### config.mk
export PLATFORM = sky130hd
export DESIGN_NAME = ep0_ctrl_seq
export DESIGN_NICKNAME = d
export VERILOG_FILES = /design/src/rtl/ep0_seq_pkg.sv /design/src/rtl/ep0_rx_fifo.sv /design/src/rtl/ep0_req_regs.sv /design/src/rtl/ep0_stage_fsm.sv /design/src/rtl/ep0_ctrl_seq.sv
export SDC_FILE = /design/constraint.sdc
export NUM_CORES = 1
export LEC_CHECK = 0
export ABC_AREA = 1
export BUFFER_PORTS_ARGS = -buffer_cell sky130_fd_sc_hd__clkbuf_2
export CORE_ASPECT_RATIO = 1.5
export CORE_MARGIN = 2
export CORE_UTILIZATION = 50
export CTS_CLUSTER_DIAMETER = 40
export CTS_CLUSTER_SIZE = 20
export DETAILED_ROUTE_END_ITERATION = 8
export GPL_TIMING_DRIVEN = 0
export PLACE_DENSITY = 0.71
export SLEW_MARGIN = 10
export SYNTH_ARGS = -nofsm -noshare
export SYNTH_HDL_FRONTEND = slang
export SYNTH_SLANG_ARGS = --single-unit
### constraint.sdc
create_clock -name clk -period 4.4 [get_ports clk]
set_input_delay 0.44 -clock clk [delete_from_list [all_inputs] [get_ports clk]]
set_output_delay 0.44 -clock clk [all_outputs]
set_load 0.05 [all_outputs]
### src/rtl/ep0_seq_pkg.sv
package ep0_seq_pkg;

  typedef enum logic [1:0] {
    STG_IDLE   = 2'd0,
    STG_SETUP  = 2'd1,
    STG_DATA   = 2'd2,
    STG_STATUS = 2'd3
  } stage_e;

  typedef enum logic [1:0] {
    CTX_NONE  = 2'd0,
    CTX_SETUP = 2'd1,
    CTX_OUT   = 2'd2
  } ctx_e;

  localparam logic [1:0] TK_SETUP = 2'd0;
  localparam logic [1:0] TK_OUT   = 2'd1;
  localparam logic [1:0] TK_IN    = 2'd2;

  localparam int REQ_BYTES = 8;

  localparam int IRQ_SETUP  = 0;
  localparam int IRQ_EP0    = 1;
  localparam int IRQ_STATUS = 2;
  localparam int IRQ_N      = 3;

  localparam logic [3:0] A_FIFO  = 4'd8;
  localparam logic [3:0] A_SIZE  = 4'd9;
  localparam logic [3:0] A_FLAGS = 4'd10;
  localparam logic [3:0] A_END   = 4'd11;
  localparam logic [3:0] A_SEEN  = 4'd12;
  localparam logic [3:0] A_IRQ   = 4'd13;

endpackage

### src/rtl/ep0_rx_fifo.sv
module ep0_rx_fifo #(
  parameter int DEPTH = 8,
  parameter int W     = 8,
  localparam int PW   = $clog2(DEPTH),
  localparam int LW   = PW + 1
) (
  input  logic          clk,
  input  logic          rst_n,
  input  logic          flush,
  input  logic          push,
  input  logic [W-1:0]  wdata,
  input  logic          pop,
  output logic [W-1:0]  rdata,
  output logic [LW-1:0] level,
  output logic          full,
  output logic          empty
);

  logic [W-1:0]  mem_q [DEPTH];
  logic [PW-1:0] wr_q, wr_n, rd_q, rd_n;
  logic [LW-1:0] lvl_q, lvl_n;
  logic          do_push, do_pop;

  assign full    = (lvl_q == LW'(DEPTH));
  assign empty   = (lvl_q == '0);
  assign do_push = push && !full;
  assign do_pop  = pop && !empty;
  assign rdata   = mem_q[rd_q];
  assign level   = lvl_q;

  always_comb begin
    wr_n  = wr_q;
    rd_n  = rd_q;
    lvl_n = lvl_q;
    if (flush) begin
      wr_n  = '0;
      rd_n  = '0;
      lvl_n = '0;
    end else begin
      if (do_push) wr_n = wr_q + PW'(1);
      if (do_pop)  rd_n = rd_q + PW'(1);
      case ({do_push, do_pop})
        2'b10:   lvl_n = lvl_q + LW'(1);
        2'b01:   lvl_n = lvl_q - LW'(1);
        default: lvl_n = lvl_q;
      endcase
    end
  end

  always_ff @(posedge clk or negedge rst_n) begin
    if (!rst_n) begin
      wr_q  <= '0;
      rd_q  <= '0;
      lvl_q <= '0;
    end else begin
      wr_q  <= wr_n;
      rd_q  <= rd_n;
      lvl_q <= lvl_n;
    end
  end

  always_ff @(posedge clk) begin
    if (do_push && !flush) mem_q[wr_q] <= wdata;
  end

endmodule

### src/rtl/ep0_req_regs.sv
module ep0_req_regs #(
  parameter int NB  = 8,
  localparam int IW = $clog2(NB)
) (
  input  logic          clk,
  input  logic          rst_n,
  input  logic          wr_en,
  input  logic [IW-1:0] wr_idx,
  input  logic [7:0]    wr_byte,
  input  logic          commit,
  input  logic [IW-1:0] rd_idx,
  output logic [7:0]    rd_byte
);

  logic [7:0] vis_arr [NB];

  for (genvar g = 0; g < NB; g++) begin : g_byte
    logic [7:0] shad_q, vis_q;
    logic       shad_en;

    assign shad_en = wr_en && (wr_idx == IW'(g));

    always_ff @(posedge clk or negedge rst_n) begin
      if (!rst_n) begin
        shad_q <= '0;
        vis_q  <= '0;
      end else begin
        if (shad_en) shad_q <= wr_byte;
        if (commit)  vis_q  <= shad_q;
      end
    end

    assign vis_arr[g] = vis_q;
  end

  assign rd_byte = vis_arr[rd_idx];

endmodule

### src/rtl/ep0_stage_fsm.sv
module ep0_stage_fsm
  import ep0_seq_pkg::*;
#(
  parameter int DEPTH = 8,
  localparam int LW    = $clog2(DEPTH) + 1,
  localparam int CNT_W = ((LW > 4) ? LW : 4) + 1
) (
  input  logic              clk,
  input  logic              rst_n,
  input  logic              tok_valid,
  input  logic [1:0]        tok_kind,
  input  logic              rx_byte_valid,
  input  logic              rx_pkt_end,
  input  logic              rx_crc_ok,
  input  logic              rx_data1,
  input  logic              hs_ack,
  input  logic [LW-1:0]     fifo_level,
  input  logic              fifo_full,
  input  logic              fifo_pop,
  input  logic              end_wr,
  input  logic              seen_acc,
  input  logic [IRQ_N-1:0]  irq_clr,
  output stage_e            stage,
  output logic              dataset,
  output logic              setup_pend,
  output logic [IRQ_N-1:0]  irq,
  output logic              tx_ack,
  output logic              tx_nak,
  output logic              tx_zlp,
  output logic              fifo_push,
  output logic              fifo_flush,
  output logic              req_wr,
  output logic [2:0]        req_idx,
  output logic              req_commit,
  output logic [LW-1:0]     rx_size
);

  stage_e            stage_q, stage_n;
  ctx_e              ctx_q, ctx_n;
  logic [CNT_W-1:0]  cnt_q, cnt_n;
  logic              tgl_q, tgl_n;
  logic              zsent_q, zsent_n;
  logic              dset_q, dset_n;
  logic              pend_q, pend_n;
  logic [LW-1:0]     size_q, size_n;
  logic [IRQ_N-1:0]  irq_q, irq_n, irq_set;
  logic              ack_q, ack_n, nak_q, nak_n, zlp_q, zlp_n;

  localparam logic [CNT_W-1:0] CNT_REQ = CNT_W'(REQ_BYTES);
  localparam logic [CNT_W-1:0] CNT_MAX = '1;

  assign req_idx = cnt_q[2:0];
  assign req_wr  = rx_byte_valid && (ctx_q == CTX_SETUP) && (cnt_q < CNT_REQ);

  always_comb begin
    stage_n    = stage_q;
    ctx_n      = ctx_q;
    cnt_n      = cnt_q;
    tgl_n      = tgl_q;
    zsent_n    = zsent_q;
    dset_n     = dset_q;
    pend_n     = pend_q;
    size_n     = size_q;
    irq_set    = '0;
    ack_n      = 1'b0;
    nak_n      = 1'b0;
    zlp_n      = 1'b0;
    fifo_flush = 1'b0;
    fifo_push  = 1'b0;
    req_commit = 1'b0;

    // CPU side effects come first so that hardware events win ties.
    if (fifo_pop && fifo_level == LW'(1)) dset_n = 1'b0;
    if (seen_acc) pend_n = 1'b0;
    if (end_wr && stage_q == STG_DATA) begin
      stage_n = STG_STATUS;
      zsent_n = 1'b0;
    end
    if (hs_ack && stage_q == STG_STATUS && zsent_q) begin
      stage_n = STG_IDLE;
      zsent_n = 1'b0;
      irq_set[IRQ_STATUS] = 1'b1;
    end

    if (tok_valid) begin
      cnt_n = '0;
      if (tok_kind == TK_SETUP) begin
        stage_n    = STG_SETUP;
        ctx_n      = CTX_SETUP;
        dset_n     = 1'b0;
        zsent_n    = 1'b0;
        fifo_flush = 1'b1;
      end else if (tok_kind == TK_OUT) begin
        ctx_n = CTX_OUT;
      end else if (tok_kind == TK_IN) begin
        ctx_n = CTX_NONE;
        if (stage_q == STG_STATUS) begin
          zlp_n   = 1'b1;
          zsent_n = 1'b1;
        end else begin
          nak_n = 1'b1;
        end
      end else begin
        ctx_n = CTX_NONE;
      end
    end

    if (rx_byte_valid) begin
      if (ctx_q == CTX_OUT && stage_q == STG_DATA && !dset_q && !fifo_full)
        fifo_push = 1'b1;
      if (ctx_q != CTX_NONE && cnt_q != CNT_MAX) cnt_n = cnt_q + CNT_W'(1);
    end

    if (rx_pkt_end) begin
      ctx_n = CTX_NONE;
      if (ctx_q == CTX_SETUP) begin
        if (rx_crc_ok && cnt_q == CNT_REQ) begin
          ack_n = 1'b1;
          if (!rx_data1) begin
            req_commit = 1'b1;
            stage_n    = STG_DATA;
            tgl_n      = 1'b1;
            pend_n     = 1'b1;
            irq_set[IRQ_SETUP] = 1'b1;
          end
        end
      end else if (ctx_q == CTX_OUT) begin
        if (!rx_crc_ok) begin
          if (!dset_q) fifo_flush = 1'b1;
        end else if (stage_q != STG_DATA || dset_q) begin
          nak_n = 1'b1;
        end else begin
          ack_n = 1'b1;
          if (rx_data1 == tgl_q) begin
            tgl_n  = !tgl_q;
            size_n = fifo_level;
            if (fifo_level != '0) begin
              dset_n = 1'b1;
              irq_set[IRQ_EP0] = 1'b1;
            end
          end else begin
            fifo_flush = 1'b1;
          end
        end
      end
    end

    irq_n = (irq_q & ~irq_clr) | irq_set;
  end

  always_ff @(posedge clk or negedge rst_n) begin
    if (!rst_n) begin
      stage_q <= STG_IDLE;
      ctx_q   <= CTX_NONE;
      cnt_q   <= '0;
      tgl_q   <= 1'b0;
      zsent_q <= 1'b0;
      dset_q  <= 1'b0;
      pend_q  <= 1'b0;
      size_q  <= '0;
      irq_q   <= '0;
      ack_q   <= 1'b0;
      nak_q   <= 1'b0;
      zlp_q   <= 1'b0;
    end else begin
      stage_q <= stage_n;
      ctx_q   <= ctx_n;
      cnt_q   <= cnt_n;
      tgl_q   <= tgl_n;
      zsent_q <= zsent_n;
      dset_q  <= dset_n;
      pend_q  <= pend_n;
      size_q  <= size_n;
      irq_q   <= irq_n;
      ack_q   <= ack_n;
      nak_q   <= nak_n;
      zlp_q   <= zlp_n;
    end
  end

  assign stage      = stage_q;
  assign dataset    = dset_q;
  assign setup_pend = pend_q;
  assign irq        = irq_q;
  assign tx_ack     = ack_q;
  assign tx_nak     = nak_q;
  assign tx_zlp     = zlp_q;
  assign rx_size    = size_q;

endmodule

### src/rtl/ep0_ctrl_seq.sv
module ep0_ctrl_seq
  import ep0_seq_pkg::*;
#(
  parameter int FIFO_DEPTH = 8
) (
  input  logic       clk,
  input  logic       rst_n,
  input  logic       tok_valid,
  input  logic [1:0] tok_kind,
  input  logic       rx_byte_valid,
  input  logic [7:0] rx_byte,
  input  logic       rx_pkt_end,
  input  logic       rx_crc_ok,
  input  logic       rx_data1,
  input  logic       hs_ack,
  output logic       tx_ack,
  output logic       tx_nak,
  output logic       tx_zlp,
  output logic       irq_setup,
  output logic       irq_ep0,
  output logic       irq_status,
  input  logic       cpu_sel,
  input  logic       cpu_wr,
  input  logic [3:0] cpu_addr,
  input  logic [7:0] cpu_wdata,
  output logic [7:0] cpu_rdata
);

  localparam int LW = $clog2(FIFO_DEPTH) + 1;

  logic [1:0] rst_pipe_q;
  logic       rst_core_n;

  always_ff @(posedge clk or negedge rst_n) begin
    if (!rst_n) rst_pipe_q <= 2'b00;
    else        rst_pipe_q <= {rst_pipe_q[0], 1'b1};
  end
  assign rst_core_n = rst_pipe_q[1];

  logic             rd_en, wr_en, fifo_pop, end_wr, seen_acc;
  logic [IRQ_N-1:0] irq_clr, irq;
  logic [4:0]       wdata_unused;

  assign rd_en    = cpu_sel && !cpu_wr;
  assign wr_en    = cpu_sel && cpu_wr;
  assign fifo_pop = rd_en && (cpu_addr == A_FIFO);
  assign end_wr   = wr_en && (cpu_addr == A_END) && !cpu_wdata[0];
  assign seen_acc = cpu_sel && (cpu_addr == A_SEEN);
  assign irq_clr  = (wr_en && cpu_addr == A_IRQ) ? cpu_wdata[IRQ_N-1:0] : '0;
  assign wdata_unused = cpu_wdata[7:3];

  logic          fifo_push, fifo_flush, fifo_full, fifo_empty;
  logic [7:0]    fifo_rdata, req_rd;
  logic [LW-1:0] fifo_level, rx_size;
  logic          req_wr, req_commit, dataset, setup_pend;
  logic [2:0]    req_idx;
  stage_e        stage;

  ep0_rx_fifo #(.DEPTH(FIFO_DEPTH), .W(8)) u_fifo (
    .clk   (clk),
    .rst_n (rst_core_n),
    .flush (fifo_flush),
    .push  (fifo_push),
    .wdata (rx_byte),
    .pop   (fifo_pop),
    .rdata (fifo_rdata),
    .level (fifo_level),
    .full  (fifo_full),
    .empty (fifo_empty)
  );

  ep0_req_regs #(.NB(REQ_BYTES)) u_req (
    .clk     (clk),
    .rst_n   (rst_core_n),
    .wr_en   (req_wr),
    .wr_idx  (req_idx),
    .wr_byte (rx_byte),
    .commit  (req_commit),
    .rd_idx  (cpu_addr[2:0]),
    .rd_byte (req_rd)
  );

  ep0_stage_fsm #(.DEPTH(FIFO_DEPTH)) u_fsm (
    .clk           (clk),
    .rst_n         (rst_core_n),
    .tok_valid     (tok_valid),
    .tok_kind      (tok_kind),
    .rx_byte_valid (rx_byte_valid),
    .rx_pkt_end    (rx_pkt_end),
    .rx_crc_ok     (rx_crc_ok),
    .rx_data1      (rx_data1),
    .hs_ack        (hs_ack),
    .fifo_level    (fifo_level),
    .fifo_full     (fifo_full),
    .fifo_pop      (fifo_pop),
    .end_wr        (end_wr),
    .seen_acc      (seen_acc),
    .irq_clr       (irq_clr),
    .stage         (stage),
    .dataset       (dataset),
    .setup_pend    (setup_pend),
    .irq           (irq),
    .tx_ack        (tx_ack),
    .tx_nak        (tx_nak),
    .tx_zlp        (tx_zlp),
    .fifo_push     (fifo_push),
    .fifo_flush    (fifo_flush),
    .req_wr        (req_wr),
    .req_idx       (req_idx),
    .req_commit    (req_commit),
    .rx_size       (rx_size)
  );

  assign irq_setup  = irq[IRQ_SETUP];
  assign irq_ep0    = irq[IRQ_EP0];
  assign irq_status = irq[IRQ_STATUS];

  always_comb begin
    cpu_rdata = 8'h00;
    if (!cpu_addr[3]) begin
      cpu_rdata = req_rd;
    end else begin
      case (cpu_addr)
        A_FIFO:  cpu_rdata = fifo_empty ? 8'h00 : fifo_rdata;
        A_SIZE:  cpu_rdata = 8'(rx_size);
        A_FLAGS: cpu_rdata = {4'b0000, stage, setup_pend, dataset};
        A_IRQ:   cpu_rdata = {5'b00000, irq};
        default: cpu_rdata = 8'h00;
      endcase
    end
  end

endmodule

==> flow_summary.ini, run 1 <==
[outcome]
status = complete, no violations

[clock_network]
clockRootBuffer = clkbuf_16
htreeDepth = 1
cts_buffer_depth = 3
cts_tree = yes
cts.sinks = 227
post_cts_buffers = 0
hold_buffers = 1
worst_setup_hold_path_clk_slew_ns = 0.08
cts_resized = 0
cts_made_buffers = 24
clk_latency_ns = 0.53

[synthesis]
syn_nets = 1151
synthCells = 1106
synth_cell_types = 31
yosysWarnings = 0
synth_seq_area_share_pct = 60.7
synth_top_area_share_pct = 41.3
syn_area_per_cell_um2 = 8.93
yosys.area.top_type = dfrtp_1
synth-seq-cells = 227
yosys-top-cells-area = dfrtp_1 41%, edfxtp_1 19%, nand2_1 12%
synth.cell_area_um2 = 9880

[placed_design]
gp_congestion = 0.974
dpl.hpwl_mm = 18.1
port_buffers = 38
place_inst = 1406
place_ws_ns = 1.59

[die]
core-area_um2 = 19500
die_x_um = 119
start_util_pct = 50.5
rows = 63
top_level_ports = 46
die_h_um = 176
dieArea_um2 = 20900

[worst_setup_path]
cp_cell_sequence = clkbuf_1 -> clkbuf_1 -> nand3_1 -> nand3_1 -> nand3_1 -> nand3_1 -> clkbuf_2
critPathKind = reg -> out
cp.arrival_ns = 2.75
crit_path_frequent_cell = nand3_1
start_kind = flip-flop
cp_max_fo = 10
end_kind = primary output
required_ns = 3.96
cpPeakStageDelay_ns = 0.52
slowest_stage = clkbuf_1

[layout]
final_util_pct = 57.7
final_cells = 1451
area_growth_pct = 14.1
final_nets = 1218
drive_gt1_share_pct = 8.40
num_antenna_cells = 0

[drt]
drcViolationCount = 0
drt-total-wl_mm = 24.8
first_iter_violations = 525
via_per_inst = 5.31
drtAntennaViolNets = 0
drtPass1Iterations = 5
vias = 7708
wl_per_cell_um = 17.1

[power]
power_density_nw_per_um2 = 401
internal-power_uw = 3390
power_frac_seq_pct = 49.6
p_leak_uw = 0.00533
vdd_drop_max_uv = 339
netSwitchingPower_uw = 1140
p_clk_share_pct = 45.2
p_sw_share_pct = 25.2
p_comb_share_pct = 5.1

[grt]
grt_pass1_wl_mm = 40.0
grt_util_all_layers_pct = 24.5
grt_pass1_vias = 7650
antenna_found_initial = 0
grt_max_degree = 61
gr-total-overflow = 0

[flow_run]
drv_cap = 0

[timing]
finalHoldViolCount = 0
drv_slew = 0
slew_headroom_pct = 37.6
hold_slack_ns = 0.195
min_period_ns = 3.19
clock.fmax_ghz = 0.314
fin_worst_skew_ns = 0.0174
fin_crit_sh_pct = 72.5
layout_setup_ws_ns = 1.21
worst_slew_pin_slew_ns = 0.933
setup_violations = 0
fin_tns_setup_ns = 0
rsz0062_at_grt = no

[worst_hold_path]
min_path_type = in -> reg
synthesized netlist by cell type:
| cell type | number |
|---|---|
| nand2_1 | 312 |
| dfrtp_1 | 163 |
| o21ai_0 | 147 |
| nor2_1 | 117 |
| inv_1 | 103 |
| nand3_1 | 84 |
| edfxtp_1 | 64 |
| clkbuf_1 | 32 |
| a21oi_1 | 19 |
| ha_1 | 13 |
| nand4_1 | 12 |
| buf_2 | 5 |
| buf_4 | 5 |
| o22ai_1 | 4 |
| clkinv_1 | 3 |
| nor3_1 | 3 |
| o21ai_1 | 3 |
| and3_1 | 2 |
| o211ai_1 | 2 |
| xor2_1 | 2 |
| a21boi_0 | 1 |
| buf_6 | 1 |
| conb_1 | 1 |
| inv_2 | 1 |
| nand2_2 | 1 |
| nand3b_1 | 1 |
| nor2_2 | 1 |
| nor3_4 | 1 |
| nor4_4 | 1 |
| o31ai_1 | 1 |
| xnor2_1 | 1 |
critical path, delay by kind of cell, from the launching register on:
kind	cells	cell delay, ns
buffers and inverters	3	1.22
and+or+nand+nor	4	0.61
DFF	1	0.40
cell usage in the layout (no fill, tap or decap), types with 2 or more instances in the layout:
cell	netlist	final
nor2_1	117	117
and3_1	2	2
buf_16	0	2
clkbuf_2	0	38
clkinv_4	0	2
buf_4	5	5
ha_1	13	13
nand3_1	84	84
o22ai_1	4	4
inv_1	103	103
o211ai_1	2	2
nand2_1	312	312
o21ai_1	3	3
inv_12	0	3
o21ai_0	147	147
buf_2	5	5
clkbuf_16	0	25
clkinv_1	3	3
inv_8	0	6
edfxtp_1	64	64
a21oi_1	19	19
nand4_1	12	12
dfrtp_1	163	162
clkbuf_1	32	33
clkinvlp_4	0	2
xor2_1	2	2
clkinv_2	0	3
nor3_1	3	3
path summary, 6_finish.rpt:
path	start	to	slack, ns	depth (start not counted)
worst max-delay path	u_fifo.rd_q[1]$_DFFE_PN0P_	cpu_rdata[3]	1.21	7
worst min-delay path	rx_pkt_end	u_fsm.ctx_q[0]$_DFFE_PN0P_	0.19	2
worst max register to register	u_fifo.level[0]$_DFFE_PN0P_	u_fifo.mem_q[1][7]$_DFFE_PP_	1.81	7
worst min register to register	rst_pipe_q[1]$_DFF_PN0_	u_req.g_byte[4].shad_q[3]$_DFFE_PN0P_	0.35	0
max in group asynchronous	rst_pipe_q[1]$_DFF_PN0_	u_fsm.rx_size[3]$_DFFE_PN0P_	3.02	2
min in group asynchronous	rst_n	rst_pipe_q[1]$_DFF_PN0_	0.23	2
routing by layer:
| metal | vias to the layer above | GRT usage [%] | routed length (µm) | part of all wire, % |
|---|---|---|---|---|
| met3 | 68 | 2.55 | 1060 | 4.3 |
| met5 | - | 0 | 0 | 0 |
| met4 | 0 | 10.7 | 1090 | 4.4 |
| met1 | 3708 | 28.7 | 9550 | 38 |
| li1 | 3725 | - | - | - |
| met2 | 207 | 45.3 | 13100 | 53 |
cell families (layout without fill, tap and decap cells):
| group | after synthesis | in the layout | synth area share [%] |
|---|---|---|---|
| AOI/OAI and AO/OA | 177 | 177 | 9.12 |
| xor gates and xnor gates | 3 | 3 | 0.266 |
| adders and majority gates | 13 | 13 | 1.65 |
| buffers and inverters | 150 | 235 | 6.03 |
| DFF | 227 | 227 | 60.7 |
| other | 1 | 1 | 0.0380 |
| and+or+nand+nor | 535 | 535 | 22.2 |
final cells by class:
cell class | instances | area, µm²
tap | 260 | 325
inverter | 107 | 402
sequential | 227 | 6000
clock buffer | 27 | 643
buffer | 43 | 194
clock inverter | 17 | 170
multi-input combinational | 729 | 3280
timing repair buffer | 41 | 255
fill | 1755 | 8270
power by group through the flow:
stage	clock network (µW)	registers, µW	logic (µW)
4_1_cts	2070	2250	233
6_report	2050	2250	233
5_1_grt	2160	2250	260
2_1_floorplan	0	2300	123
3_3_place_gp	0	2310	200
3_5_place_dp	0	2290	231
flip-flops by register name, indices dropped and copies added (netlist names):
name / flops
u_fifo.mem_q: 64
u_req.g_byte.shad_q: 64
u_req.g_byte.vis_q: 64
u_fsm.cnt_q: 5
u_fifo.level: 4
u_fsm.rx_size: 4
u_fifo.rd_q: 3
u_fifo.wr_q: 3
u_fsm.irq: 3
rst_pipe_q: 2
u_fsm.ctx_q: 2
u_fsm.stage: 2
u_fsm.dataset: 1
u_fsm.setup_pend: 1
u_fsm.tgl_q: 1
u_fsm.tx_ack: 1
u_fsm.tx_nak: 1
u_fsm.tx_zlp: 1
u_fsm.zsent_q: 1
through the flow:
step / total power, µW / instance area, µm²
6_report: 4530 / 11300
5_1_grt: 4670 / 11300
4_1_cts: 4540 / 11300
3_5_place_dp: 2520 / 10500
3_3_place_gp: 2510 / 10400
2_1_floorplan: 2420 / 9880
No activity file was read; power rests on OpenSTA's default activity.
==> inputs of run 2 (changes only) <==
--- a/config.mk
+++ b/config.mk
@@ -5,7 +5,7 @@
 export SDC_FILE = /design/constraint.sdc
 export NUM_CORES = 1
 export LEC_CHECK = 0
-export ABC_AREA = 1
+export ABC_AREA = 0
 export BUFFER_PORTS_ARGS = -buffer_cell sky130_fd_sc_hd__clkbuf_2
 export CORE_ASPECT_RATIO = 1.5
 export CORE_MARGIN = 2
@@ -14,7 +14,7 @@
 export CTS_CLUSTER_SIZE = 20
 export DETAILED_ROUTE_END_ITERATION = 8
 export GPL_TIMING_DRIVEN = 0
-export PLACE_DENSITY = 0.71
+export PLACE_DENSITY = 0.68
 export SLEW_MARGIN = 10
 export SYNTH_ARGS = -nofsm -noshare
 export SYNTH_HDL_FRONTEND = slang
==> constraint.sdc (replaced) <==
create_clock -name clk -period 3.2 [get_ports clk]
set_input_delay 0.32 -clock clk [delete_from_list [all_inputs] [get_ports clk]]
set_output_delay 0.32 -clock clk [all_outputs]
set_load 0.05 [all_outputs]
==> run 2 against run 1 <==
Against the previous run:
- synthesized area shrank 1.8%
- critical path depth is the same
- first-iteration DRC count shrank 31%
- sequential power grew 37%
- die area shrank 1.7%
- worst hold slack lost 0.15 ns
- non-clock buffer count shrank 7
- critical path type unchanged
- largest cell class unchanged
- highest routed layer unchanged
==> flow_summary.ini, run 2 <==
[worst_setup_path]
cpPeakStageDelay_ns = 0.51
slowest_stage = or3b_2
r2r_setup_slack_ns = 0.25
cp_max_fo = 8
end_kind = primary output
cp.arrival_ns = 2.76
start_kind = flip-flop
ff2ff_path_depth = 10
crit_cells = 7
critical_path.endpoint = cpu_rdata[3]
cp_top_family = simple AND/OR/NAND/NOR gates
required_ns = 2.88
startpoint = u_fifo.level[0]$_DFFE_PN0P_
cp_cell_sequence = inv_1 -> ha_1 -> or3b_2 -> nand2_1 -> nor2_1 -> a211o_1 -> clkbuf_2
path_buf_inv = 2
r2r-end = u_fifo.level[3]$_DFFE_PN0P_
critPathKind = reg -> out
reg2reg_from = u_fifo.level[0]$_DFFE_PN0P_

[layout]
mostFrequentLayoutCells = 162 x dfrtp_1, 115 x mux2_2, 64 x edfxtp_1, 40 x clkbuf_2, 29 x mux4_2
largestRegisters = u_fifo.mem_q x64, u_req.g_byte.shad_q x64, u_req.g_byte.vis_q x64
final_nets = 741
num_antenna_cells = 0
fillCellCount = 1524
final_common_cell = dfrtp_1
multi_input_area_um2 = 3570
regArea_um2 = 6000
drive_gt1_share_pct = 37.3
design_area_um2 = 11200
area_growth_pct = 15.5
final_util_pct = 58.8

[worst_hold_path]
holdCritStartpoint = rx_pkt_end
min_path_type = in -> reg

[die]
rows = 62
die_h_um = 175
top_level_ports = 46
start_util_pct = 50.9
core-area_um2 = 19100
die_x_um = 118
dieArea_um2 = 20600

[power]
p_leak_uw = 0.00497
power_density_nw_per_um2 = 548
vdd_drop_max_uv = 382
power_uw = 6150

[placed_design]
dpl.hpwl_mm = 14.6
port_buffers = 37
gp_congestion = 0.795
postPlaceCellArea_um2 = 10400

[timing]
clock.fmax_ghz = 0.325
fin_worst_skew_ns = 0.0196
drv_slew = 0
slew_headroom_pct = 35.5
setup_violations = 0
min_period_ns = 3.08
rsz0062_at_grt = no
fin_crit_sh_pct = 96.2
worst_slew_pin_slew_ns = 0.953
finalHoldViolCount = 0
hold_slack_ns = 0.0483

[synthesis]
synth-seq-cells = 227
synth_seq_area_share_pct = 61.8
synth_cell_types = 59
yosys.area.top_type = dfrtp_1
synth-edff-count = 64
synth_top_area_share_pct = 42.0
yosys-top-cells-area = dfrtp_1 42%, edfxtp_1 20%, mux2_2 13%
syn_nets = 667
yosysWarnings = 0
async_flop_share_pct = 71.8
yosysMostFrequentCell = dfrtp_1
ys.flop_type = dfrtp_1
synth.cell_area_um2 = 9710
syn_area_per_cell_um2 = 15.6
synthCells = 622
synth_commonest_cells = 163 x dfrtp_1, 115 x mux2_2, 64 x edfxtp_1

[grt]
gr-total-overflow = 0
grt_pass1_wl_mm = 33.5
grt_util_all_layers_pct = 20.9
grt_max_degree = 50
grt_pass1_vias = 6051
antenna_found_initial = 0

[clock_network]
post_cts_buffers = 0
cts.sinks = 227
cts_tree = yes
htreeDepth = 1
cts_buffer_depth = 3
worst_setup_hold_path_clk_slew_ns = 0.06
clockRootBuffer = clkbuf_16
clk_latency_ns = 0.52
cts_made_buffers = 23

[flow_run]
drv_cap = 0

[drt]
drtPass1Iterations = 4
drt-total-wl_mm = 20.5
via_per_inst = 5.68
drtAntennaViolNets = 0
vias = 5506
first_iter_violations = 364
wl_per_cell_um = 21.2
drcViolationCount = 0

[outcome]
status = complete, no violations
## run 2: cell types whose count changed after synthesis, moves of 7 or more
cell      before  now
inv_1        103   10
mux2_1         0   16
nand3_1       84    7
a21oi_1       19   12
clkbuf_1      32   14
mux4_2         0   29
nand2_1      312   19
nand4_1       12    3
mux2_2         0  115
mux2i_1        0   21
nor4_1         0    8
o21ai_0      147   14
nor2_1       117   19
## run 2: final cells by class
class | instances | share of cell area (%)
plain buffers | 28 | 1.39
flip-flops and latches | 227 | 53.5
clock inverters | 17 | 1.87
clock buffers | 25 | 5.20
repair buffers | 49 | 2.95
inverters | 10 | 0.335
well taps | 256 | 2.86
multi-input cells | 357 | 31.8
## run 2: how the worst min path moves through the flow
stage / end / slack, ns / depth (start not counted)
after floorplan: rst_pipe_q[0]$_DFF_PN0_ / 0.02 / 0
after global placement: rst_pipe_q[0]$_DFF_PN0_ / 0.11 / 1
after detailed placement: rst_pipe_q[0]$_DFF_PN0_ / 0.11 / 1
after CTS: u_fsm.ctx_q[0]$_DFFE_PN0P_ / 0.04 / 2
after global routing: u_fsm.ctx_q[0]$_DFFE_PN0P_ / 0.04 / 2
final: u_fsm.ctx_q[0]$_DFFE_PN0P_ / 0.05 / 2
## run 2: timing repair
action | in CTS | in global routing
hold buffers | 1 | 0
setup endpoints to repair | 8 | 6
pin swaps | 0 | 0
endpoints found under the hold margin | 2 | 0
resized for setup | 3 | 5
## run 2: worst reg2reg max path, delay by kind of cell, from the launching register on
kind	cells	cell delay, ns
and+or+nand+nor	3	0.72
AOI/OAI and AO/OA	2	0.58
DFF	1	0.46
xor gates and xnor gates	1	0.14
adders and majority gates	2	0.49
buffers and inverters	2	0.45
## run 2: where the power goes
part           switching (µW)  internal [µW]  leakage (µW)
clock network            1190           1610      0.000386
logic                     168            105       0.00177
registers                37.2           3040       0.00282
total                    1390           4750       0.00497
## run 2: per-layer routing
layer / wire length (µm) / vias up / GRT usage (%)
met2: 11300 / 102 / 39.0
met1: 8090 / 2885 / 25.6
met5: 0 / - / 0
met4: 384 / 0 / 5.12
met3: 734 / 27 / 2.64
li1: - / 2492 / -
## run 2: cell families after synthesis
kind of cell,after synthesis,share of synthesized area (%)
AO/OA/AOI/OAI,54,3.70
XOR/XNOR,9,0.812
adder cells (fa/ha/maj),13,1.68
buffers and inverters,38,1.89
flip-flops,227,61.8
multiplexers,181,24.1
other,1,0.0386
AND/OR/NAND/NOR,99,5.96
## run 2: metrics by stage
| stage | std cells | setup WS, ns | TNS [ns] |
|---|---|---|---|
| finish | 969 | 0.123 | 0 |
| floorplan | 622 | 0.280 | 0 |
| global placement | 915 | -0.277 | -56.79 |
| detailed placement | 926 | -0.0925 | -0.0925 |
| CTS | 969 | 0.0541 | 0 |
| global route | 969 | 0.00619 | 0 |
==> inputs of run 3 (changes only) <==
--- a/config.mk
+++ b/config.mk
@@ -8,7 +8,7 @@
 export ABC_AREA = 0
 export BUFFER_PORTS_ARGS = -buffer_cell sky130_fd_sc_hd__clkbuf_2
 export CORE_ASPECT_RATIO = 1.5
-export CORE_MARGIN = 2
+export CORE_MARGIN = 5
 export CORE_UTILIZATION = 50
 export CTS_CLUSTER_DIAMETER = 40
 export CTS_CLUSTER_SIZE = 20
==> run 3 against run 2 <==
Against the previous run:
- die area increased by 8.7%
- cell count fell by 0.21%
- routed wire length rose by 4.6%
- via count hardly changed
- sequential power about the same
- core utilization is 0.33 points lower
- combinational power fell by 2%
- sequential cell count unchanged
- sequential share of layout area increased by 0.084 points
- global-route usage decreased by 0.76 points
- non-clock buffer count decreased by 1
- largest cell class unchanged
- largest power group unchanged
==> flow_summary.ini, run 3 (same netlist as run 2, synthesis figures left out) <==
[worst_hold_path]
min_path_type = in -> reg
holdCritStartpoint = rx_pkt_end
min_path_cells = 2
min_to = u_fsm.ctx_q[0]$_DFFE_PN0P_

[die]
die_h_um = 181
rows = 62
top_level_ports = 46
dieArea_um2 = 22400
core-area_um2 = 19200
start_util_pct = 50.7
die_x_um = 124

[drt]
wl_per_cell_um = 22.2
drtPass1Iterations = 4
highest_layer = met4
drcViolationCount = 0
drt-total-wl_mm = 21.4
via_per_inst = 5.69
wl_met1_mm = 8.50
routed-wl-met3_um = 780
vias = 5507
dr_wl_met2_mm = 11.7
drtAntennaViolNets = 0
first_iter_violations = 395

[worst_setup_path]
cp_top_family = simple AND/OR/NAND/NOR gates
path_buf_inv = 2
required_ns = 2.88
start_kind = flip-flop
r2r_setup_slack_ns = 0.17
cp_cell_sequence = inv_1 -> ha_1 -> or3b_2 -> nand2_1 -> nor2_1 -> a211o_1 -> clkbuf_2
reg2reg_from = u_fifo.level[0]$_DFFE_PN0P_
r2r-end = u_fifo.level[3]$_DFFE_PN0P_
ff2ff_path_depth = 10
slowest_stage = or3b_2
end_kind = primary output
cpPeakStageDelay_ns = 0.48
critPathKind = reg -> out
cp_max_fo = 8
crit_cells = 7
cp.arrival_ns = 2.74

[placed_design]
gp_congestion = 0.806
dpl.hpwl_mm = 15.1
postPlaceCellArea_um2 = 10400
port_buffers = 37
place_ws_ns = -0.0354
place_inst = 925

[grt]
grt_pass1_vias = 6077
antenna_found_initial = 0
grt_max_degree = 64
gr-total-overflow = 0
grt_pass1_wl_mm = 34.5
grt_util_all_layers_pct = 20.1

[clock_network]
clk_latency_ns = 0.51
cts.sinks = 227
htreeDepth = 1
cts_buffer_depth = 3
cts_made_buffers = 23
worst_setup_hold_path_clk_slew_ns = 0.07
cts_tree = yes
clockRootBuffer = clkbuf_16

[outcome]
status = complete, no violations

[power]
internal-power_uw = 4660
netSwitchingPower_uw = 1470
p_sw_share_pct = 23.9
p_comb_share_pct = 4.4
power_frac_seq_pct = 50.2
p_leak_uw = 0.00497
p_clk_share_pct = 45.4
vdd_drop_max_uv = 478
power_density_nw_per_um2 = 547

[timing]
clock.fmax_ghz = 0.327
rsz0062_at_grt = no
finalHoldViolCount = 0
layout_setup_ws_ns = 0.141
min_period_ns = 3.06
fin_crit_sh_pct = 95.6
setup_violations = 0
drv_slew = 0
hold_slack_ns = 0.0320
fin_worst_skew_ns = 0.0201
worst_slew_pin_slew_ns = 0.967
slew_headroom_pct = 35.1

[layout]
final_cells = 967
final_common_cell = dfrtp_1
drive_gt1_share_pct = 37.7
design_area_um2 = 11200
mostFrequentLayoutCells = 162 x dfrtp_1, 115 x mux2_2, 64 x edfxtp_1, 42 x clkbuf_2, 29 x mux4_2
largestRegisters = u_fifo.mem_q x64, u_req.g_byte.shad_q x64, u_req.g_byte.vis_q x64
num_antenna_cells = 0
final_nets = 740
area_growth_pct = 15.4

[flow_run]
drv_cap = 0
run 3: what timing repair did:
| action | CTS | global route |
|---|---|---|
| endpoints found under the setup margin | 8 | 4 |
| gates resized for setup | 3 | 3 |
| gates cloned | 0 | 0 |
| hold buffers | 1 | 0 |
| hold endpoints to repair | 2 | 0 |
| setup buffers | 0 | 0 |
run 3: routing by layer:
layer | vias up | global-route usage [%]
met5 | - | 0
met4 | 0 | 6.03
met3 | 29 | 2.83
met2 | 99 | 35.4
met1 | 2899 | 25.5
li1 | 2480 | -
run 3: final cells by class:
cell class	count	area (µm²)
clock inverters	15	199
clock buffers	26	602
flip-flops and latches	227	6000
fillers	1483	7970
inverters	10	37.5
well taps	256	320
plain buffers	28	154
repair buffers	48	308
multi-input cells	357	3570
run 3: worst max path at each step:
| stage | startpoint | slack (ns) | endpoint |
|---|---|---|---|
| floorplan | cpu_addr[1] | 0.28 | cpu_rdata[4] |
| global placement | u_fsm.stage[1]$_DFF_PN0_ | -0.39 | u_fifo.mem_q[0][2]$_DFFE_PP_ |
| detailed placement | cpu_addr[2] | -0.04 | u_fifo.level[3]$_DFFE_PN0P_ |
| CTS | u_fifo.rd_q[0]$_DFFE_PN0P_ | 0.03 | cpu_rdata[5] |
| global route | u_fifo.rd_q[0]$_DFFE_PN0P_ | 0.01 | cpu_rdata[5] |
| finish | u_fifo.level[0]$_DFFE_PN0P_ | 0.14 | cpu_rdata[3] |
run 3: power by group through the flow:
stage               registers (µW)  clock network [µW]  logic [µW]
CTS                           3080                2840         271
detailed placement            3140                   0         269
global route                  3090                2960         293
global placement              3160                   0         222
finish                        3080                2780         267
floorplan                     3150                   0         138
run 3: per-stage QoR:
step	setup TNS [ns]	power, µW	util (%)
floorplan	0	3290	-
global placement	-65.44	3380	53.3
detailed placement	-0.0354	3410	54.2
CTS	0	6190	58.4
global route	0	6340	58.4
finish	0	6130	58.4
